## src/rtl/ecc_pkg.sv

```systemverilog
package ecc_pkg;
    typedef enum logic [1:0] {
        PH_IDLE = 2'd0,
        PH_RUN  = 2'd1,
        PH_DONE = 2'd2
    } phase_e;
endpackage

```

## src/rtl/ecc_sync.sv

```systemverilog
module ecc_sync #(
    parameter int W      = 2,
    parameter int STAGES = 2
) (
    input  logic         clk_i,
    input  logic         rst_i,
    input  logic [W-1:0] d_i,
    output logic [W-1:0] q_o
);
    logic [STAGES-1:0][W-1:0] chain_d, chain_q;

    always_comb begin
        chain_d[0] = d_i;
        for (int s = 1; s < STAGES; s++) begin
            chain_d[s] = chain_q[s-1];
        end
    end

    always_ff @(posedge clk_i) begin
        if (rst_i) chain_q <= '0;
        else       chain_q <= chain_d;
    end

    assign q_o = chain_q[STAGES-1];
endmodule

```

## src/rtl/ecc_rise_det.sv

```systemverilog
module ecc_rise_det #(
    parameter int W = 2
) (
    input  logic         clk_i,
    input  logic         rst_i,
    input  logic [W-1:0] cur_i,
    output logic [W-1:0] rise_o
);
    logic [W-1:0] prev_d, prev_q;

    always_comb prev_d = cur_i;

    always_ff @(posedge clk_i) begin
        if (rst_i) prev_q <= '0;
        else       prev_q <= prev_d;
    end

    for (genvar i = 0; i < W; i++) begin : g_rise
        assign rise_o[i] = cur_i[i] & ~prev_q[i];
    end
endmodule

```

## src/rtl/ecc_meas.sv

```systemverilog
module ecc_meas
    import ecc_pkg::*;
#(
    parameter int CNT_W = 16
) (
    input  logic             clk_i,
    input  logic             rst_i,
    input  logic             start_i,
    input  logic             rise_ref_i,
    input  logic             rise_oth_i,
    input  logic             qual_a_i,
    input  logic             qual_b_i,
    output logic             hit_o,
    output logic             hit_seen_o,
    output logic [CNT_W-1:0] count_o,
    output logic             done_o,
    output logic             ovf_o
);
    localparam logic [CNT_W-1:0] CNT_MAX = {CNT_W{1'b1}};

    typedef struct packed {
        phase_e           phase;
        logic [CNT_W-1:0] cnt;
        logic             ovf;
        logic             sticky;
        logic             hit;
    } meas_t;

    meas_t st_d, st_q;
    logic  coin;

    always_comb begin
        coin = rise_ref_i & rise_oth_i & qual_a_i & qual_b_i;
        st_d = st_q;
        st_d.hit = coin;
        if (start_i) begin
            st_d.phase  = PH_RUN;
            st_d.cnt    = '0;
            st_d.ovf    = 1'b0;
            st_d.sticky = 1'b0;
        end else begin
            if (coin) st_d.sticky = 1'b1;
            if (st_q.phase == PH_RUN) begin
                if (coin) begin
                    st_d.phase = PH_DONE;
                end else if (rise_ref_i) begin
                    if (st_q.cnt == CNT_MAX) st_d.ovf = 1'b1;
                    else                     st_d.cnt = st_q.cnt + 1'b1;
                end
            end
        end
    end

    always_ff @(posedge clk_i) begin
        if (rst_i) begin
            st_q.phase  <= PH_IDLE;
            st_q.cnt    <= '0;
            st_q.ovf    <= 1'b0;
            st_q.sticky <= 1'b0;
            st_q.hit    <= 1'b0;
        end else begin
            st_q <= st_d;
        end
    end

    assign hit_o      = st_q.hit;
    assign hit_seen_o = st_q.sticky;
    assign count_o    = st_q.cnt;
    assign done_o     = (st_q.phase == PH_DONE);
    assign ovf_o      = st_q.ovf;
endmodule

```

## src/rtl/edge_coincidence_counter.sv

```systemverilog
module edge_coincidence_counter #(
    parameter int CNT_W       = 16,
    parameter int SYNC_STAGES = 2
) (
    input  logic             clk_i,
    input  logic             rst_i,
    input  logic             start_i,
    input  logic             sig_a_i,
    input  logic             sig_b_i,
    input  logic             qual_a_i,
    input  logic             qual_b_i,
    output logic             hit_o,
    output logic             hit_seen_o,
    output logic [CNT_W-1:0] count_o,
    output logic             done_o,
    output logic             ovf_o
);
    localparam int NSIG = 2;

    logic [NSIG-1:0] raw, synced, rises;

    assign raw = {sig_b_i, sig_a_i};

    ecc_sync #(.W(NSIG), .STAGES(SYNC_STAGES)) i_sync (
        .clk_i (clk_i),
        .rst_i (rst_i),
        .d_i   (raw),
        .q_o   (synced)
    );

    ecc_rise_det #(.W(NSIG)) i_rise (
        .clk_i  (clk_i),
        .rst_i  (rst_i),
        .cur_i  (synced),
        .rise_o (rises)
    );

    ecc_meas #(.CNT_W(CNT_W)) i_meas (
        .clk_i      (clk_i),
        .rst_i      (rst_i),
        .start_i    (start_i),
        .rise_ref_i (rises[0]),
        .rise_oth_i (rises[1]),
        .qual_a_i   (qual_a_i),
        .qual_b_i   (qual_b_i),
        .hit_o      (hit_o),
        .hit_seen_o (hit_seen_o),
        .count_o    (count_o),
        .done_o     (done_o),
        .ovf_o      (ovf_o)
    );
endmodule

```

## config.mk

```make
export PLATFORM = sky130hd
export DESIGN_NAME = edge_coincidence_counter
export DESIGN_NICKNAME = d
export VERILOG_FILES = /design/src/rtl/ecc_pkg.sv /design/src/rtl/ecc_sync.sv /design/src/rtl/ecc_rise_det.sv /design/src/rtl/ecc_meas.sv /design/src/rtl/edge_coincidence_counter.sv
export SDC_FILE = /design/constraint.sdc
export NUM_CORES = 1
export LEC_CHECK = 0
export BUFFER_PORTS_ARGS = -buffer_cell sky130_fd_sc_hd__buf_2
export CORE_MARGIN = 8
export CORE_UTILIZATION = 48
export DETAILED_ROUTE_END_ITERATION = 8
export PLACE_DENSITY = 0.7
export SYNTH_ARGS = -nofsm -noshare
export SYNTH_HDL_FRONTEND = slang
export SYNTH_SLANG_ARGS = --single-unit
```

## constraint.sdc

```tcl
create_clock -name clk_i -period 3.48 [get_ports clk_i]
set_input_delay 0.174 -clock clk_i [delete_from_list [all_inputs] [get_ports clk_i]]
set_output_delay 0.174 -clock clk_i [all_outputs]
set_load 0.005 [all_outputs]
```

== Yosys cells after proc, flatten, opt, wreduce, memory -nomap -nowiden ==
Index checks and enable logic that the tools add are counted.

* Register bits after elaboration: 27
* Logic and storage cells: 37

* Add/subtract/negate cells: 1
* Equal/unequal tests: 3
* Muxes and demuxes: 8
* Bitwise gates (word level): 9
* Reduce and logical (&&, ||, !) cells: 7

{| class="wikitable"
|+ Operators by type and width
! kind !! count
|-
| two-way mux 17 bit || 2
|-
| two-way mux 19 bit || 1
|-
| two-way mux 18 bit || 1
|-
| adder 16 x 1 -> 16 bit (second input constant) || 1
|-
| equality test 16 bit (second input constant) || 1
|-
| two-way mux 16 bit || 1
|-
| AND reduction 4 bit || 2
|-
| AND 1 bit || 5
|-
| NOT 1 bit || 4
|-
| AND reduction 2 bit || 2
|-
| nonzero test 2 bit || 2
|-
| two-way mux 1 bit || 3
|-
| equality test 2 x 1 -> 1 bit (second input constant) || 1
|-
| equality test 2 bit (second input constant) || 1
|-
| OR reduction 2 bit || 1
|}

== Longest topological paths before layout ==
Gate-level depths: netlist of the first run.

* Depth in word-level cells: 8
* Mapped depth: 6
* Depth with buffers taken out: 5

== Hierarchy ==
From an unflattened synthesis of the first run, not the netlist that was laid out.

* Cells, all modules: 145
* Area, all modules: 1,313.8 um2

{| class="wikitable"
|+ By module, submodules not included
! module !! times used !! cells an instance !! area an instance (um2) !! sequential area each (um2)
|-
| ecc_meas || 1 || 131 || 1,138.6 || 420.4
|-
| ecc_sync || 1 || 8 || 105.1 || 80.1
|-
| ecc_rise_det || 1 || 6 || 70.1 || 40.0
|}

== Least setup slack after synthesis of the first run ==
No wires, ideal clock.

* Path type: register -> register
* Start point: register i_meas.st_q, in the netlist i_meas.count_o[8]
* End point: register i_meas.st_q, in the netlist i_meas.count_o[15]
* Arrival time: 1,539 ps
* Required time: 3,410 ps
* Slack: 1,872 ps
* Stages on the path, launching flop included: 5
* Buffers on the path: 0
* Cells stage by stage: dfxtp_1 > nand4_2 > or4_1 > or4_1 > a21oi_1

* Word-level cells in the longest chain between the ends: 3
* Elaborated cells between the ends (all ways): 4

{| class="wikitable"
|+ RTL lines
! item !! line !! text
|-
| start: declaration || ecc_meas.sv:29 || <nowiki>meas_t st_d, st_q;</nowiki>
|-
| start signal: assignment || ecc_meas.sv:62 || <nowiki>st_q <= st_d;</nowiki>
|-
| parallel branches: the longest is 3 deep, another holds adder 16 x 1 -> 16 bit || -- ||
|}

Parallel ways; which one is timed is not known.
A chain may end at the register's enable or synchronous reset.

== Final worst setup path of the first run ==
* Start point: register i_meas.st_q, in the netlist i_meas.count_o[8]
* End point: register i_meas.st_q, in the netlist i_meas.count_o[5]

* Word-level cells in the longest chain between the ends: 3

{| class="wikitable"
|+ RTL lines
! item !! line !! text
|-
| equality test 16 bit || ecc_meas.sv:47 || <nowiki>if (st_q.cnt == CNT_MAX) st_d.ovf = 1'b1;</nowiki>
|-
| NOT 1 bit (no source line) || -- ||
|-
| AND reduction 4 bit (no source line) || -- ||
|}

Every way passes these cells.

==> results of run 1 <==
worst paths after layout:
kind | end | slack, ps | depth (start not counted)
setup / recovery | i_meas.count_o[5] | 1510 | 4
hold / removal | i_sync.chain_d[2] | 50 | 2
setup reg to reg | i_meas.count_o[5] | 1510 | 4
hold reg to reg | i_sync.q_o[1] | 460 | 1
registers in the layout, summed over array words and instances, names as in the netlist:
register and flops:
i_meas.count_o 16, i_meas.st_q 2, i_rise.prev_q 2, i_sync.chain_d 2, i_sync.q_o 2, i_meas.hit_o 1
i_meas.hit_seen_o 1, i_meas.ovf_o 1
layout by cell type, fill, tap and decap left out, types with 2 or more instances in the layout:
master	synthesis	layout
o21ai_0	7	7
o311ai_0	5	5
nand2_1	9	9
nor2_1	8	8
inv_1	3	3
clkbuf_4	0	3
buf_2	0	26
nor2b_1	7	7
or3_1	4	4
nand4b_1	2	2
nand3_1	6	6
a21oi_1	12	12
o41ai_1	5	5
o31ai_1	4	4
dfxtp_1	27	27
or4_1	7	7
nand4_1	3	3
or2_2	4	4
and4_1	2	2
layer usage:
layer	track usage	up-vias	part of all wire
met2	0.233	22	0.51
met3	0.0258	4	0.053
met1	0.152	553	0.43
met4	0.0384	0	0.0094
li1	-	566	-
met5	0	-	0
Yosys cell counts (2+ instances only):
cell,number
o31ai_1,4
or3_1,4
nand2_1,9
buf_4,17
nor2b_1,7
inv_1,3
nand4_1,3
dfxtp_1,27
nor2_1,8
and4_1,2
or4_1,7
a21oi_1,12
o21ai_0,7
clkbuf_1,4
o41ai_1,5
o311ai_0,5
nand4b_1,2
nand3_1,6
or2_2,4
worst reg2reg max path, delay by kind of cell (launching register included):
| kind | cells | cell delay [ps] |
|---|---|---|
| flops | 1 | 470 |
| compound gates | 2 | 340 |
| simple gates | 2 | 1060 |
power by group:
| group | switching, mW | internal [mW] | total [mW] | leakage [nW] |
|---|---|---|---|---|
| sequential | 0.00201 | 0.313 | 0.315 | 0.219 |
| combinational | 0.0119 | 0.00717 | 0.0191 | 0.297 |
| clock | 0.0941 | 0.0448 | 0.139 | 0.0150 |
| total | 0.108 | 0.365 | 0.473 | 0.531 |
per-stage QoR:
stage	hold slack [ps]	power, mW	cells	worst slack, ps	utilization
floorplan	302	0.333	150	1870	-
CTS	49.1	0.476	190	1500	0.515
detailed placement	388	0.341	186	1550	0.505
global placement	390	0.340	186	1660	0.505
global route	41.1	0.491	190	1260	0.515
finish	49.9	0.473	190	1510	0.515
logic make-up after synthesis:
family                     count (synthesis)
and+or+nand+nor                           61
AOI/OAI and AO/OA                         36
DFF                                       27
buffers and inverters                     24
muxes                                      1
adders and majority gates                  1
cell type report:
| class | instances | area (µm²) | share of cell area |
|---|---|---|---|
| multi-input cells | 99 | 637 | 0.460 |
| flip-flops and latches | 27 | 541 | 0.391 |
| repair buffers | 26 | 130 | 0.0940 |
| well taps | 31 | 38.8 | 0.0280 |
| clock buffers | 4 | 26.3 | 0.0190 |
| inverters | 3 | 11.3 | 0.00814 |
==> metrics, run 1 <==
clock transition at the registers of the reported paths ~150 ps; compound-gate portion of the synthesized area 0.178; largest net degree at the start of global routing 17; Clock Skew about 3.9 ps; WP data arrival around 2200 ps; final hold violations 0; port bufs 26; hpwl dp roughly 2200 µm; total gr overflow 0; Synth top area share 0.406; post-synth top area cell dfxtp_1; Design Area, Final around 1400 µm²; Netlist Area Pre-Place ~1300 µm²; status completed; worst-path cell chain nand4_1 -> nor4_4 -> o311ai_0 -> o41ai_1; share of cells above drive strength 1 0.233; clk buf depth 2; main flop type after synthesis dfxtp_1; Async SR Flop Fraction 0; CTS hold repair buffers 0; DRC Markers 0; Synthesis Warnings 0; Die H ~69 µm; global-route wire length before repair between 4000 and 5000 µm; critical path's top delay family simple AND/OR/NAND/NOR gates; mux contribution to synthesized area 0.00752; Worst path slowest cell nor4_4; Area after DPL between 1000 and 1500 µm²; Netlist cell types 33; DR iter-0 viols between 100 and 150; Setup crit start kind register; Vias roughly 1100; CTS tree yes; # nets final 168; beginning of the critical path i_meas.count_o[8]; Pleak 0.531 nW; Post-Syn Area per Cell 8.88 µm²; Hold WC Path Type in2reg; XOR/XNOR Fraction of Synth Area 0; setup bufs post-CTS 0; Root Buffer clkbuf_4; top post-synthesis cells by area dfxtp_1 41%, buf_4 9.6%, a21oi_1 4.5%; Tmin final ~2000 ps; reg-to-reg startpoint i_meas.count_o[8]; DRT Wirelength a little under 3000 µm; Seq cells post-synth 27; GPL Wtd Cong 0.841; Fin Setup TNS 0 ps; area growth from synthesis to layout 3.95%; total clock sinks 27; CTS buffer count 3; Final Setup Violations 0; ant diodes 0; # IOs 27; largest family of logic cells by synthesized area simple AND/OR/NAND/NOR gates; PostCTS Resize Cnt 0; All-Layer GR Usage 0.130; max-slew violations 0; die area ~4700 µm²; simple-gate share of the synthesized area 0.284; Final period util 0.565; Die Width between 60 and 70 µm; Post-Syn Nets 158; Max Fclk 509 MHz; Detail Route Antenna Nets 0; Buf+Inv Stages, Crit Path 0; WP data required 3720 ps; vias in the first global route roughly 1100; crit-path max FO 16; initial antenna violation count 0; Placeable Area between 2000 and 3000 µm²; hold wc startpoint sig_a_i; Gate Count Post-Synth 150; Worst setup EP type register; H-tree depth 1; vias per inst around 6; Adder-Cell Fraction of Synth Area 0.00940; Max Cap Viol 0; Layout fillers around 270; Initial Util 0.496; Pwr Density 342 nW/µm²; worst-margin pin slew ~710 ps; TritonRoute pass-1 iters 4; sequential share of the synthesized area 0.406; Setup Crit Path Kind reg2reg; RSZ-0062 raised after global routing false; row cnt 19; Avg WL per Cell roughly 16 µm; Worst IR Drop VDD 0.203 mV; EDFF count, synth 0; crit-path max cell delay 750 ps; worst-skew pair later-pin latency 320 ps; Slew headroom 0.523
Power figures use the tool's default switching activity.
==> run 2: changes to the inputs <==
- PLACE_DENSITY: 0.7 -> 0.73
- clock period: 3.48 -> 1.7 ns (I/O delays scaled with it)
==> metrics, run 2 (synthesis gave the netlist of run 1 again) <==
status completed; largest net degree at the start of global routing 16; Fin Setup TNS 0 ps; WP data required around 2000 ps; Final Setup Violations 0; GPL Wtd Cong approximately 0.84; Max Fclk between 600 and 700 MHz; Pleak 0.620 nW; CTS buffer count 3; Placeable Area 2690 µm²; Max Cap Viol 0; max FFs per register 16; crit-path max cell delay 510 ps; Vias 1217; Final period util 0.973; All-Layer GR Usage 0.135; vias in the first global route between 1000 and 1500; Worst path slowest cell or4_1; most common cell after layout, fill and taps aside buf_2; vias per inst approximately 5.9; CTS tree yes; Hold Path Stages 3; Root Buffer clkbuf_4; setup ws final between 40 and 50 ps; RSZ-0062 raised after global routing true; Clock Skew about 13 ps; H-tree depth 1; Initial Util 0.496; clk buf depth 2; share of cells above drive strength 1 0.381; critical path's top delay family simple AND/OR/NAND/NOR gates; row cnt 19; Layout fillers 255; minimum setup slack after placement between 20 and 30 ps; WP data arrival 1920 ps; Critical R2R Capture i_meas.count_o[15]; worst r2r path cells 4; global-route wire length before repair around 5000 µm; die area 4710 µm²; most frequent cells in the layout 26 x buf_2, 17 x dfxtp_1, 15 x buf_4; Detail Route Antenna Nets 0; area growth from synthesis to layout 16.7%; worst-margin pin slew approximately 540 ps; clock transition at the registers of the reported paths 150 ps; Hold WC Path Type in2reg; Placed Instances 200; # IOs 27; Setup Crit Path Kind reg2reg; Die H a little under 70 µm; Tmin final ~1700 ps; Buf+Inv Stages, Crit Path 0; TritonRoute pass-1 iters 4; hold wc startpoint start_i; Design Area, Final between 1500 and 2000 µm²; Worst IR Drop VDD between 0.4 and 0.5 mV; Die Width a little under 70 µm; Reg2Reg Setup Slack approximately 46 ps; # nets final approximately 190; hpwl dp between 2000 and 2500 µm; port bufs 26; reg-to-reg startpoint i_meas.st_q[20]; Area after DPL 1460 µm²; DRT Wirelength a little over 3000 µm; total clock sinks 27; Worst setup EP type register; max-slew violations 0; Finished Layout Cells between 200 and 250; Pwr Density 620 nW/µm²; DRC Markers 0; worst-skew pair later-pin latency about 330 ps; crit-path max FO 5; initial antenna violation count 0; Slew headroom 0.636; Worst Hold Path EP i_meas.st_q[19]; total gr overflow 0; DR iter-0 viols 65; final hold violations 0; Avg WL per Cell ~15 µm; worst-path cell chain and4bb_2 -> nand4b_1 -> or4_1 -> a21oi_1; Setup crit start kind register; ant diodes 0
run 2: changes by cell type in the layout (fill, tap and decap cells not counted), sizes merged:
cell	delta
buf	+15
clkbuf	-1
clkinv	+1
dlygate4sd3	+2
run 2: metal layers:
| metal | global-route usage | routed length, µm | vias to the layer above |
|---|---|---|---|
| met2 | 0.231 | 1510 | 26 |
| met1 | 0.161 | 1350 | 583 |
| met3 | 0.0275 | 140 | 6 |
| met4 | 0.0537 | 42 | 0 |
| met5 | 0 | 0 | - |
| li1 | - | - | 602 |
run 2: worst register-to-register path: cells and delay by family, from the launching register on:
family / cells / cell delay [ps]
AOI/OAI and AO/OA: 1 / 140
DFF: 1 / 360
and+or+nand+nor: 3 / 1080
run 2: what timing repair did:
action | 4_1_cts | 5_1_grt
endpoints found under the hold margin | 2 | 0
buffers inserted | 0 | 1
hold buffers | 2 | 0
setup endpoints to repair | 6 | 15
pin swaps | 0 | 4
resized for setup | 3 | 17
run 2: how the worst max path moves through the flow:
stage,slack (ps),end,start,depth (start not counted)
2_1_floorplan,90,i_meas.count_o[15],i_meas.count_o[8],4
3_3_place_gp,60,i_meas.count_o[11],i_meas.count_o[0],6
3_5_place_dp,30,i_meas.count_o[3],i_meas.count_o[0],6
4_1_cts,0.7,i_meas.count_o[15],i_meas.count_o[9],4
5_1_grt,-40,i_meas.count_o[11],i_meas.st_q[20],4
6_report,50,i_meas.count_o[15],i_meas.st_q[20],4
run 2: power breakdown:
group          internal, mW  switching, mW
clock                0.0882          0.190
sequential            0.638        0.00398
combinational        0.0189         0.0254
run 2: final cells by class:
cell class	instances	area (µm²)	area share
timing repair buffer	43	263	0.169
clock buffer	3	22.5	0.0145
tap	31	38.8	0.0250
sequential	27	558	0.359
multi-input combinational	99	656	0.422
inverter	3	11.3	0.00725
clock inverter	1	5.00	0.00322
run 2: per-stage QoR:
stage / hold WS, ps / power (mW) / utilization
finish: 30.0 / 0.964 / 0.578
global route: 50.1 / 0.999 / 0.578
CTS: 26.5 / 0.975 / 0.565
detailed placement: 305 / 0.699 / 0.544
global placement: 299 / 0.696 / 0.544
floorplan: 213 / 0.682 / -
